$ cat config.mk
export PLATFORM = sky130hd
export DESIGN_NAME = dram_seq
export DESIGN_NICKNAME = d
export VERILOG_FILES = /design/src/rtl/dram_seq_pkg.sv /design/src/rtl/dram_seq_timer.sv /design/src/rtl/dram_seq_fsm.sv /design/src/rtl/dram_seq.sv
export SDC_FILE = /design/constraint.sdc
export NUM_CORES = 1
export LEC_CHECK = 0
export BUFFER_PORTS_ARGS = -buffer_cell sky130_fd_sc_hd__buf_2
export CORE_ASPECT_RATIO = 0.9
export CORE_MARGIN = 2
export CORE_UTILIZATION = 50
export DETAILED_ROUTE_END_ITERATION = 16
export PLACE_DENSITY_LB_ADDON = 0.2
export SLEW_MARGIN = 20
export SYNTH_ARGS = -nofsm -noshare
export SYNTH_HDL_FRONTEND = slang
export SYNTH_SLANG_ARGS = --single-unit
$ cat constraint.sdc
create_clock -name clk_i -period 2.3 [get_ports clk_i]
set_input_delay 0.345 -clock clk_i [delete_from_list [all_inputs] [get_ports clk_i]]
set_output_delay 0.345 -clock clk_i [all_outputs]
set_load 0.02 [all_outputs]
$ cat src/rtl/dram_seq_pkg.sv
package dram_seq_pkg;
  typedef enum logic [2:0] {
    ST_IDLE, ST_ROW, ST_RAS, ST_COL, ST_CAS, ST_LATE, ST_PRE
  } seq_st_e;

  function automatic int imax(input int a, input int b);
    return (a > b) ? a : b;
  endfunction
endpackage

$ cat src/rtl/dram_seq_timer.sv
module dram_seq_timer #(
  parameter int W = 4
) (
  input  logic         clk_i,
  input  logic         rst_ni,
  input  logic         load_i,
  input  logic [W-1:0] val_i,
  output logic         zero_o
);
  logic [W-1:0] cnt_q;

  always_ff @(posedge clk_i or negedge rst_ni) begin
    if (!rst_ni)            cnt_q <= '0;
    else if (load_i)        cnt_q <= val_i;
    else if (cnt_q != '0)   cnt_q <= cnt_q - 1'b1;
  end

  assign zero_o = (cnt_q == '0);
endmodule

$ cat src/rtl/dram_seq_fsm.sv
module dram_seq_fsm
  import dram_seq_pkg::*;
#(
  parameter int T_ASR = 1,
  parameter int T_RAH = 2,
  parameter int T_ASC = 1,
  parameter int T_CAH = 2,
  parameter int T_WP  = 2,
  parameter int T_RP  = 3,
  parameter int D_ER  = 5,
  parameter int D_LR  = 3,
  parameter int CNT_W = 4
) (
  input  logic    clk_i,
  input  logic    rst_ni,
  input  logic    start_i,
  input  logic    we_i,
  input  logic    late_i,
  output seq_st_e state_o,
  output logic    capture_o,
  output logic    fin_enter_o
);
  seq_st_e          st_q, st_d;
  logic [CNT_W-1:0] dur;
  logic             phase_zero, adv;

  always_comb begin
    st_d = st_q;
    dur  = '0;
    unique case (st_q)
      ST_IDLE: if (start_i) begin st_d = ST_ROW; dur = CNT_W'(T_ASR - 1); end
      ST_ROW:  begin st_d = ST_RAS; dur = CNT_W'(T_RAH - 1); end
      ST_RAS:  begin st_d = ST_COL; dur = CNT_W'(T_ASC - 1); end
      ST_COL: begin
        st_d = ST_CAS;
        if (late_i)    dur = CNT_W'(T_CAH - 1);
        else if (we_i) dur = CNT_W'(T_WP - 1);
        else           dur = CNT_W'(D_ER - 1);
      end
      ST_CAS: begin
        if (late_i) begin
          st_d = ST_LATE;
          dur  = we_i ? CNT_W'(T_WP - 1) : CNT_W'(D_LR - 1);
        end else begin
          st_d = ST_PRE;
          dur  = CNT_W'(T_RP - 1);
        end
      end
      ST_LATE: begin st_d = ST_PRE; dur = CNT_W'(T_RP - 1); end
      ST_PRE:  st_d = ST_IDLE;
      default: st_d = ST_IDLE;
    endcase
  end

  assign adv = (st_q == ST_IDLE) ? start_i : phase_zero;

  always_ff @(posedge clk_i or negedge rst_ni) begin
    if (!rst_ni)  st_q <= ST_IDLE;
    else if (adv) st_q <= st_d;
  end

  dram_seq_timer #(.W(CNT_W)) u_phase (
    .clk_i  (clk_i),
    .rst_ni (rst_ni),
    .load_i (adv),
    .val_i  (dur),
    .zero_o (phase_zero)
  );

  // capture on the last edge of the data-valid window
  assign capture_o   = phase_zero && !we_i &&
                       ((st_q == ST_CAS && !late_i) || st_q == ST_LATE);
  assign fin_enter_o = adv && (st_d == ST_PRE);
  assign state_o     = st_q;
endmodule

$ cat src/rtl/dram_seq.sv
module dram_seq
  import dram_seq_pkg::*;
#(
  parameter int ROW_W  = 9,
  parameter int COL_W  = 9,
  parameter int DATA_W = 8,
  parameter int T_ASR  = 1,
  parameter int T_RAH  = 2,
  parameter int T_ASC  = 1,
  parameter int T_CAC  = 2,
  parameter int T_RAC  = 8,
  parameter int T_OEA  = 2,
  parameter int T_CAH  = 2,
  parameter int T_WP   = 2,
  parameter int T_RP   = 3,
  parameter int T_RC   = 14,
  localparam int ADDR_W = ROW_W + COL_W,
  localparam int A_W    = imax(ROW_W, COL_W)
) (
  input  logic              clk_i,
  input  logic              rst_ni,
  input  logic              req_i,
  output logic              ready_o,
  input  logic [ADDR_W-1:0] addr_i,
  input  logic              we_i,
  input  logic              late_i,
  input  logic [DATA_W-1:0] wdata_i,
  output logic              done_o,
  output logic [DATA_W-1:0] rdata_o,
  output logic [A_W-1:0]    dram_a_o,
  output logic              dram_ras_no,
  output logic              dram_cas_no,
  output logic              dram_we_no,
  output logic              dram_oe_no,
  output logic [DATA_W-1:0] dram_dq_o,
  output logic              dram_dq_en_o,
  input  logic [DATA_W-1:0] dram_dq_i
);
  // stretch CAS / OE so that row access time is also met
  localparam int D_ER  = imax(T_CAC, T_RAC - T_RAH - T_ASC);
  localparam int D_LR  = imax(T_OEA, T_RAC - T_RAH - T_ASC - T_CAH);
  localparam int MAX_D = imax(imax(imax(T_ASR, T_RAH), imax(T_ASC, T_CAH)),
                              imax(imax(T_WP, T_RP), imax(D_ER, D_LR)));
  localparam int CNT_W = $clog2(MAX_D + 1);
  localparam int TRC_W = $clog2(T_RC + 1);

  seq_st_e           st;
  logic              accept, capture, fin_enter, trc_zero;
  logic [ROW_W-1:0]  row_q;
  logic [COL_W-1:0]  col_q;
  logic [DATA_W-1:0] wd_q, rd_q;
  logic              we_q, late_q, done_q;
  logic              ras_low, col_ph, cas_low, dir_ph;

  assign ready_o = (st == ST_IDLE) && trc_zero;
  assign accept  = req_i && ready_o;

  always_ff @(posedge clk_i or negedge rst_ni) begin
    if (!rst_ni) begin
      row_q  <= '0;
      col_q  <= '0;
      wd_q   <= '0;
      we_q   <= 1'b0;
      late_q <= 1'b0;
    end else if (accept) begin
      row_q  <= addr_i[ADDR_W-1:COL_W];
      col_q  <= addr_i[COL_W-1:0];
      wd_q   <= wdata_i;
      we_q   <= we_i;
      late_q <= late_i;
    end
  end

  dram_seq_fsm #(
    .T_ASR(T_ASR), .T_RAH(T_RAH), .T_ASC(T_ASC), .T_CAH(T_CAH),
    .T_WP(T_WP), .T_RP(T_RP), .D_ER(D_ER), .D_LR(D_LR), .CNT_W(CNT_W)
  ) u_fsm (
    .clk_i       (clk_i),
    .rst_ni      (rst_ni),
    .start_i     (accept),
    .we_i        (we_q),
    .late_i      (late_q),
    .state_o     (st),
    .capture_o   (capture),
    .fin_enter_o (fin_enter)
  );

  dram_seq_timer #(.W(TRC_W)) u_trc (
    .clk_i  (clk_i),
    .rst_ni (rst_ni),
    .load_i (accept),
    .val_i  (TRC_W'(T_RC - 1)),
    .zero_o (trc_zero)
  );

  always_ff @(posedge clk_i or negedge rst_ni) begin
    if (!rst_ni) begin
      rd_q   <= '0;
      done_q <= 1'b0;
    end else begin
      done_q <= fin_enter;
      if (capture) rd_q <= dram_dq_i;
    end
  end

  assign ras_low = st inside {ST_RAS, ST_COL, ST_CAS, ST_LATE};
  assign col_ph  = st inside {ST_COL, ST_CAS, ST_LATE};
  assign cas_low = st inside {ST_CAS, ST_LATE};
  assign dir_ph  = late_q ? (st == ST_LATE) : (st inside {ST_COL, ST_CAS});

  assign dram_a_o     = col_ph ? A_W'(col_q) : A_W'(row_q);
  assign dram_ras_no  = !ras_low;
  assign dram_cas_no  = !cas_low;
  assign dram_we_no   = !(we_q && dir_ph);
  assign dram_oe_no   = !(!we_q && dir_ph);
  assign dram_dq_o    = wd_q;
  assign dram_dq_en_o = we_q && col_ph;
  assign done_o       = done_q;
  assign rdata_o      = rd_q;
endmodule

==> results.txt, run 1 <==
* Status: finished, final reports clean
- Once the floorplan was initialized, standard cells occupied 52.98% of the core.
* Kind of path behind the tightest hold check: in -> async
- Standard-cell rows: 22
- Per-cell via count in the routed design: 5.076
* Cell taking the most area after synthesis: sky130_fd_sc_hd__dfrtp_1
- Worst relative slew slack: 57.61%
- The worst setup path is launched from a flip-flop.
- Fill cell count: 323
* Core footprint: 4156 µm²
- Crit Path Max Fanout: 8
- Total CTS buffers: 5
- Area taken by flip-flops and latches: 1177 µm²
* DRC marker count from the first detailed-route iteration: 73
- Mux share of post-synthesis cell area: 27.10%
- The congestion estimate from routability-driven global placement came to 0.8149.
* Post-synthesis average cell area: 13.35 µm²
* Syn. warnings: 0
- Area growth, synth to finish: 24.26%
- The detailed router placed 1533 vias in this run.
* Number of I/O pins: 71
- Summed over all layers, the global routing overflow is 0.
- By area the synthesized netlist is led by sky130_fd_sc_hd__dfrtp_1 (53%), sky130_fd_sc_hd__mux2_2 (19%), sky130_fd_sc_hd__mux2_4 (5.5%).
- Counting along the longest clock path gives a buffer depth of 2.
- For this run, the post-layout net count is 286.
- Static leakage: 1.367 nW
- Sum Neg Setup Slack: 0 ps
* Shortest period the worst path allows: 2216 ps
- The count of nets left with antenna violations once routing finished came out at 0.
- Power density of the placed cells: 1422 nW/µm²
- Cell count after synthesis: 165
* Largest family of logic cells by synthesized area: multiplexers
* Part of the cycle the worst path needs: 96.34%
* Min setup slack post-route: 84.09 ps
- Antenna cells: 0
* Die Ht: 66.96 µm
* CP max stage delay: 470 ps
- Data required, critical path: 1960 ps
- Setup violations remaining at the end of the flow were counted as 0.
- Synthesized netlist net count: 210
- Global-route wire length before repair: 6686 µm
* Slowest stage cell, crit path: sky130_fd_sc_hd__dfrtp_1
- Worst path arrival time: 1870 ps
* Peak clock frequency supported by timing: 451.3 MHz
* Clock tree skew after final layout: 5.504 ps
- Most used cells in the layout excluding fill and tap cells: sky130_fd_sc_hd__buf_2 (70), sky130_fd_sc_hd__dfrtp_1 (46), sky130_fd_sc_hd__mux2_2 (37)
- Buffers placed on the I/O ports in this run total 70.
* CP startpoint: u_fsm.state_o[2]
- The signal on the critical path passes through inv_2 -> nand3_2 -> o21ai_2 -> mux2_2 -> buf_2.
- Flop and latch count out of synthesis: 47
* Routed length per instance: 14.06 µm
- Max rail drop VDD: 800.2 µV
- Endpoint kind of the worst setup timing path: output port
* Post-layout utilization of the core: 65.83%
* Clk_lat worst skew: 290 ps
* Adder-Cell Fraction of Synth Area: 3.409%
- Detailed placement ended at an HPWL of 3013 µm.
* Via count of the first global-routing pass: 1465
* Chip width: 73.96 µm
- Clock-pin slew was measured on the worst setup and hold paths at 80 ps.
* Area fraction of the dominant cell type after synthesis: 53.41%
- Post-synth design cell area: 2202 µm²
* CTS root buffer: sky130_fd_sc_hd__clkbuf_8
- The final-report hold violation count was 0.
- Multi-input logic area: 978.4 µm²
* Worst flop-to-flop path startpoint: u_fsm.state_o[2]
- The clock net in this run drives a total of 47 sinks.
- Max-cap violations in this run came to 0.
- Number of pins exceeding their max-slew limit in the final report: 0
* Type of the worst setup path: reg -> out
- Post-synthesis share of cell area spent on and, or, nand and nor gates: 6.705%
- The synthesized netlist devotes 5.057% of its cell area to compound gates.
- Pre-antenna DRT Iters: 4
- Entering global routing, the biggest net connects 48 pins.
- At the pin with the least slew margin, the transition time is 631.6 ps.
* Fraction of layout cells with a size suffix above 1: 55.79%
* CTS tree: done
* Power, Total: 3.891 mW
- Setup Slack @ Placement: 358.1 ps
- Sequential elements use 53.41% of the synthesized area.
- H-Tree Level Count: 2
* Post-synthesis share of cell area spent on xor and xnor gates: 1.193%
- Number of antenna violations at the first check in global routing: 0
- The die covers 4952 µm².
* Overall fraction of global-route tracks in use: 17.97%
* Yosys cell types: 32
- Leaving out fill and tap cells, the most frequent cell in the layout is sky130_fd_sc_hd__buf_2.
* Total routed wirelength: 4247 µm
- DRC violation count after routing: 0
==> state kept, by name (all words and copies together), names as in the netlist <==
name and count:
row_q 9, we_q 1, col_q 9, u_trc.cnt_q 4
rdata_o 8, u_fsm.state_o 3, u_fsm.u_phase.cnt_q 3, done_o 1
dram_dq_o 8, late_q 1
==> per-stage QoR <==
stage | hold slack [ps] | area [µm²] | instances
2_1_floorplan | 49.41 | 2202 | 165
3_3_place_gp | 470.2 | 2626 | 293
3_5_place_dp | 462.7 | 2626 | 293
4_1_cts | 140.3 | 2714 | 301
5_1_grt | 162.5 | 2736 | 302
6_report | 126.5 | 2736 | 302
==> final timing paths <==
| kind | end | cells after the start | slack [ps] |
|---|---|---|---|
| max in group asynchronous | u_fsm.state_o[1] | 2 | 1750 |
| min in group clk_i | u_trc.cnt_q[1] | 2 | 250 |
| max | dram_a_o[5] | 5 | 80 |
| min reg2reg | dram_dq_o[7] | 1 | 500 |
| min | dram_dq_o[0] | 2 | 130 |
| max reg2reg | rdata_o[0] | 4 | 370 |
==> synthesized netlist by cell type <==
library cell and number:
sky130_fd_sc_hd__nor3b_2 1, sky130_fd_sc_hd__xnor2_1 3, sky130_fd_sc_hd__o31a_1 2, sky130_fd_sc_hd__mux2i_1 6, sky130_fd_sc_hd__buf_2 4, sky130_fd_sc_hd__nand3_1 2
sky130_fd_sc_hd__nor3_1 2, sky130_fd_sc_hd__nand2_1 6, sky130_fd_sc_hd__a21o_1 1, sky130_fd_sc_hd__a21oi_1 4, sky130_fd_sc_hd__inv_1 8, sky130_fd_sc_hd__nor2b_1 3
sky130_fd_sc_hd__mux2_4 8, sky130_fd_sc_hd__o22ai_1 1, sky130_fd_sc_hd__dfrtp_1 47, sky130_fd_sc_hd__nor4_1 1, sky130_fd_sc_hd__o311a_1 1, sky130_fd_sc_hd__or4_1 1
sky130_fd_sc_hd__buf_6 1, sky130_fd_sc_hd__o21ai_2 1, sky130_fd_sc_hd__nor2_1 2, sky130_fd_sc_hd__a31oi_1 1, sky130_fd_sc_hd__o21ai_0 3, sky130_fd_sc_hd__nor2b_2 1
sky130_fd_sc_hd__nand2b_1 2, sky130_fd_sc_hd__mux2_2 37, sky130_fd_sc_hd__clkbuf_1 2, sky130_fd_sc_hd__o21ai_1 2, sky130_fd_sc_hd__or3_1 3, sky130_fd_sc_hd__and2_1 2
sky130_fd_sc_hd__ha_1 6, sky130_fd_sc_hd__a221o_1 1
==> area by class of cell <==
class,count,share of cell area (%)
flip-flops and latches,47,43.03
well taps,60,2.743
inverters,8,1.097
clock buffers,5,2.515
clock inverters,3,0.6859
repair buffers,75,14.17
multi-input cells,104,35.76
==> report_power, final <==
part           internal [mW]  total, mW  switching [mW]
registers               1.23       1.50           0.279
logic                  0.913       1.90           0.989
clock network          0.214      0.484           0.270
==> logic make-up after synthesis <==
| group | Yosys count |
|---|---|
| AO/OA/AOI/OAI | 17 |
| XOR/XNOR | 3 |
| adder cells (fa/ha/maj) | 6 |
| buffers and inverters | 15 |
| flip-flops | 47 |
| multiplexers | 51 |
| AND/OR/NAND/NOR | 26 |
==> metal layers <==
metal | global-route usage [%] | routed length (µm) | vias up
li1 | - | - | 732
met1 | 23.83 | 1958 | 736
met2 | 28.35 | 1962 | 61
met3 | 4.690 | 291 | 4
met4 | 6.364 | 35 | 0
met5 | 0 | 0 | -
==> what timing repair did <==
| action | CTS | global route |
|---|---|---|
| hold buffers | 0 | 0 |
| endpoints found under the hold margin | 0 | 0 |
| resized for setup | 0 | 4 |
| setup buffers | 0 | 0 |
| endpoints found under the setup margin | 0 | 9 |
==> worst max-delay path, delay by kind of cell, from the launching register on <==
kind,cells,cell delay (ps)
compound gates,1,200
buf+inv,2,330
flops,1,470
mux,1,370
simple gates,1,200
Power figures use the tool's default switching activity.
==> run 2, diff against run 1 <==
--- a/config.mk
+++ b/config.mk
@@ -6,7 +6,7 @@
 export NUM_CORES = 1
 export LEC_CHECK = 0
 export BUFFER_PORTS_ARGS = -buffer_cell sky130_fd_sc_hd__buf_2
-export CORE_ASPECT_RATIO = 0.9
+export CORE_ASPECT_RATIO = 2
 export CORE_MARGIN = 2
 export CORE_UTILIZATION = 50
 export DETAILED_ROUTE_END_ITERATION = 16
==> results.txt, run 2 (synthesis results as in run 1) <==
- The worst setup path is of the reg -> out kind.
* Final estimated routing congestion in global placement: 0.8233 (+1.0%)
* Element type at the critical path start: flip-flop
* Register-to-register setup slack: 420 ps (+50 ps)
* Net switching power of the design: 1.511 mW (-1.8%)
- The total negative slack for setup checks is 0 ps (unchanged).
- Fin. Hold Viols: 0 (unchanged)
- CTS placed an instance of sky130_fd_sc_hd__clkbuf_8 at the clock tree root.
- Remaining antenna violation count: 0 (unchanged)
* Total die area: 4983 µm² (+0.63%)
- The final-report max-slew violation count was 0 (unchanged).
- Internal power component: 2.581 mW (+9.7%)
- Grt ovf: 0 (unchanged)
* Clk_lat worst skew: 290 ps (about the same)
- Largest registers: col_q x9, row_q x9
- Pin count of the biggest net entering global routing: 22 (-54%)
* Crit Path Max Fanout: 10 (+2)
* Starting utilization of the core area: 51.25% (-1.7 points)
- Half-perimeter wire length after detailed placement: 3342 µm (+11%)
- DRC violation count after routing: 0 (unchanged)
* Slowest stage cell, crit path: sky130_fd_sc_hd__dfrtp_2
- The number of inserted diodes is 0 (unchanged).
- The number of placed I/O pins is 71 (unchanged).
- Global-route wire length before repair: 6789 µm (+1.5%)
- The number of buffers added by the clock tree synthesis step was 5 (unchanged).
- CTS tree: done
- Number of max-cap violations: 0 (unchanged)
- Worst path arrival time: 1850 ps (-20 ps)
- The largest incremental delay on the critical path was 470 ps (about the same).
- The share of cells above drive strength 1 is 54.92% (-0.87 points).
- The detail-routed via count per cell was 5.235 (+3.1%).
- In the layout the commonest cells are sky130_fd_sc_hd__buf_2 (70), sky130_fd_sc_hd__dfrtp_1 (46), sky130_fd_sc_hd__mux2_2 (37).
- The library cell used most frequently in the layout, excluding fill and tap cells, is sky130_fd_sc_hd__buf_2.
- Shortest period the worst path allows: 2199 ps (-16.71 ps)
* Clock tree skew after final layout: 4.352 ps (-1.153 ps)
- The core region area came to 4297 µm² (+3.4%).
- Unrepaired setup endpoints after global routing: no
- The required time at the worst-slack endpoint was 1960 ps (about the same).
- Fill cell count: 361 (+12%)
- The overall global routing resource usage came to 18.06% (+0.094 points).
* Number of buffer cells added on primary ports: 70 (unchanged)
- The total leakage power is 1.393 nW (+1.9%).
- Worst relative slew slack: 61.81% (+4.2 points)
* Endpoint kind of the worst setup timing path: output port
- The peak ir drop on the vdd network came to 947.7 µV (+18%).
- Pin slew with the least headroom to its limit: 569.1 ps (-62.46 ps)
- Total routed wirelength: 4337 µm (+2.1%)
- Clock transition time at the flip-flop clock pins of the worst setup and hold paths: 80 ps (about the same)
- The number of iterations in the first detailed-routing pass came to 4 (unchanged).
- Clock sink total: 47 (unchanged)
- The minimum hold slack was 242.7 ps (+116.1 ps).
- The power share of the combinational group came to 46.6% (-2.3 points).
* Routed length per instance: 14.55 µm (+3.5%)
* FF-to-FF path depth: 4 (unchanged)
- The maximum clock path buffer count is 2 (unchanged).
- Die Ht: 97.85 µm (+46%)
* Cell chain of the critical path: inv_1 -> nand3_2 -> o21ai_2 -> buf_4 -> mux2_2 -> buf_2
* Post-layout nets: 288 (+0.70%)
* Number of antenna violations at the first check in global routing: 0 (unchanged)
- Hold path depth: 2
- Count of endpoints failing setup in the final report: 0 (unchanged)
- Detailed-route via count: 1560 (+1.8%)
* Area growth, synth to finish: 26.36%
- The number of global-route vias before repair came to 1563 (+6.7%).
* DRC marker count from the first detailed-route iteration: 26 (-64%)
- Chip width: 50.93 µm (-31%)
* Power density of the placed cells: 1470 nW/µm² (+3.4%)
- The relative contribution of sequential cells to total power was 36.4% (-2.3 points).
- The count of standard-cell rows was 34 (+55%).
* Clock power frac: 17.1% (+4.7 points)
* Kind of path behind the tightest hold check: in -> reg
- Status: finished, final reports clean
* Part of the cycle the worst path needs: 95.62% (-0.73 points)
* Switching power as a share of total power: 36.93% (-2.6 points)
- The depth of the CTS H-tree came to 2 (unchanged).
- The achievable clock frequency was 454.7 MHz (+0.76%).
[run 2: path summary, 6_finish.rpt]
kind	from	end
worst max register to register	u_fsm.state_o[1]	rdata_o[5]
min in group asynchronous	rst_ni	rdata_o[6]
worst min-delay path	req_i	u_trc.cnt_q[1]
worst min register to register	dram_dq_o[7]	dram_dq_o[7]
max in group asynchronous	rst_ni	u_fsm.state_o[2]
worst max-delay path	u_fsm.state_o[2]	dram_a_o[6]
[run 2: timing repair]
action,in CTS,in global routing
resized for setup,0,2
endpoints found under the hold margin,6,0
setup buffers,0,0
setup endpoints to repair,0,9
hold buffers,1,0
[run 2: critical path: cells and delay by family, from the launching register on]
kind	cells	cell delay, ps
buffers and inverters	3	510
multiplexers	1	350
flip-flops	1	470
AO/OA/AOI/OAI	1	80
AND/OR/NAND/NOR	1	140
[run 2: cell type report]
type	instances	area, µm²	share of cell area, %
clock buffer	6	72.57	2.608
clock inverter	2	60.06	2.158
inverter	8	30.03	1.079
multi-input combinational	103	962.2	34.58
sequential	47	1177	42.31
tap	54	67.56	2.428
timing repair buffer	78	412.9	14.84
[run 2: through the flow]
stage | setup slack, ps | instance area (µm²) | utilization (%) | power, mW | std cells
finish | 100.8 | 2783 | 64.76 | 4.091 | 298
CTS | 26.02 | 2776 | 64.62 | 4.139 | 298
global placement | 353.2 | 2634 | 61.30 | 3.371 | 289
global route | 3.746 | 2783 | 64.76 | 4.346 | 298
floorplan | 607.5 | 2202 | - | 2.842 | 165
detailed placement | 345.3 | 2634 | 61.30 | 3.419 | 289
[run 2: power groups by stage]
stage / clock network [mW] / logic, mW / registers (mW)
4_1_cts: 0.723 / 1.93 / 1.48
5_1_grt: 0.748 / 2.06 / 1.53
3_3_place_gp: 0 / 1.89 / 1.48
6_report: 0.699 / 1.91 / 1.49
2_1_floorplan: 0 / 1.25 / 1.60
3_5_place_dp: 0 / 1.92 / 1.49
[run 2: layer usage]
metal	routed length, µm	GRT usage, %
met1	1596	18.99
met5	0	0
met2	2441	32.47
met3	167	3.211
met4	132	9.771
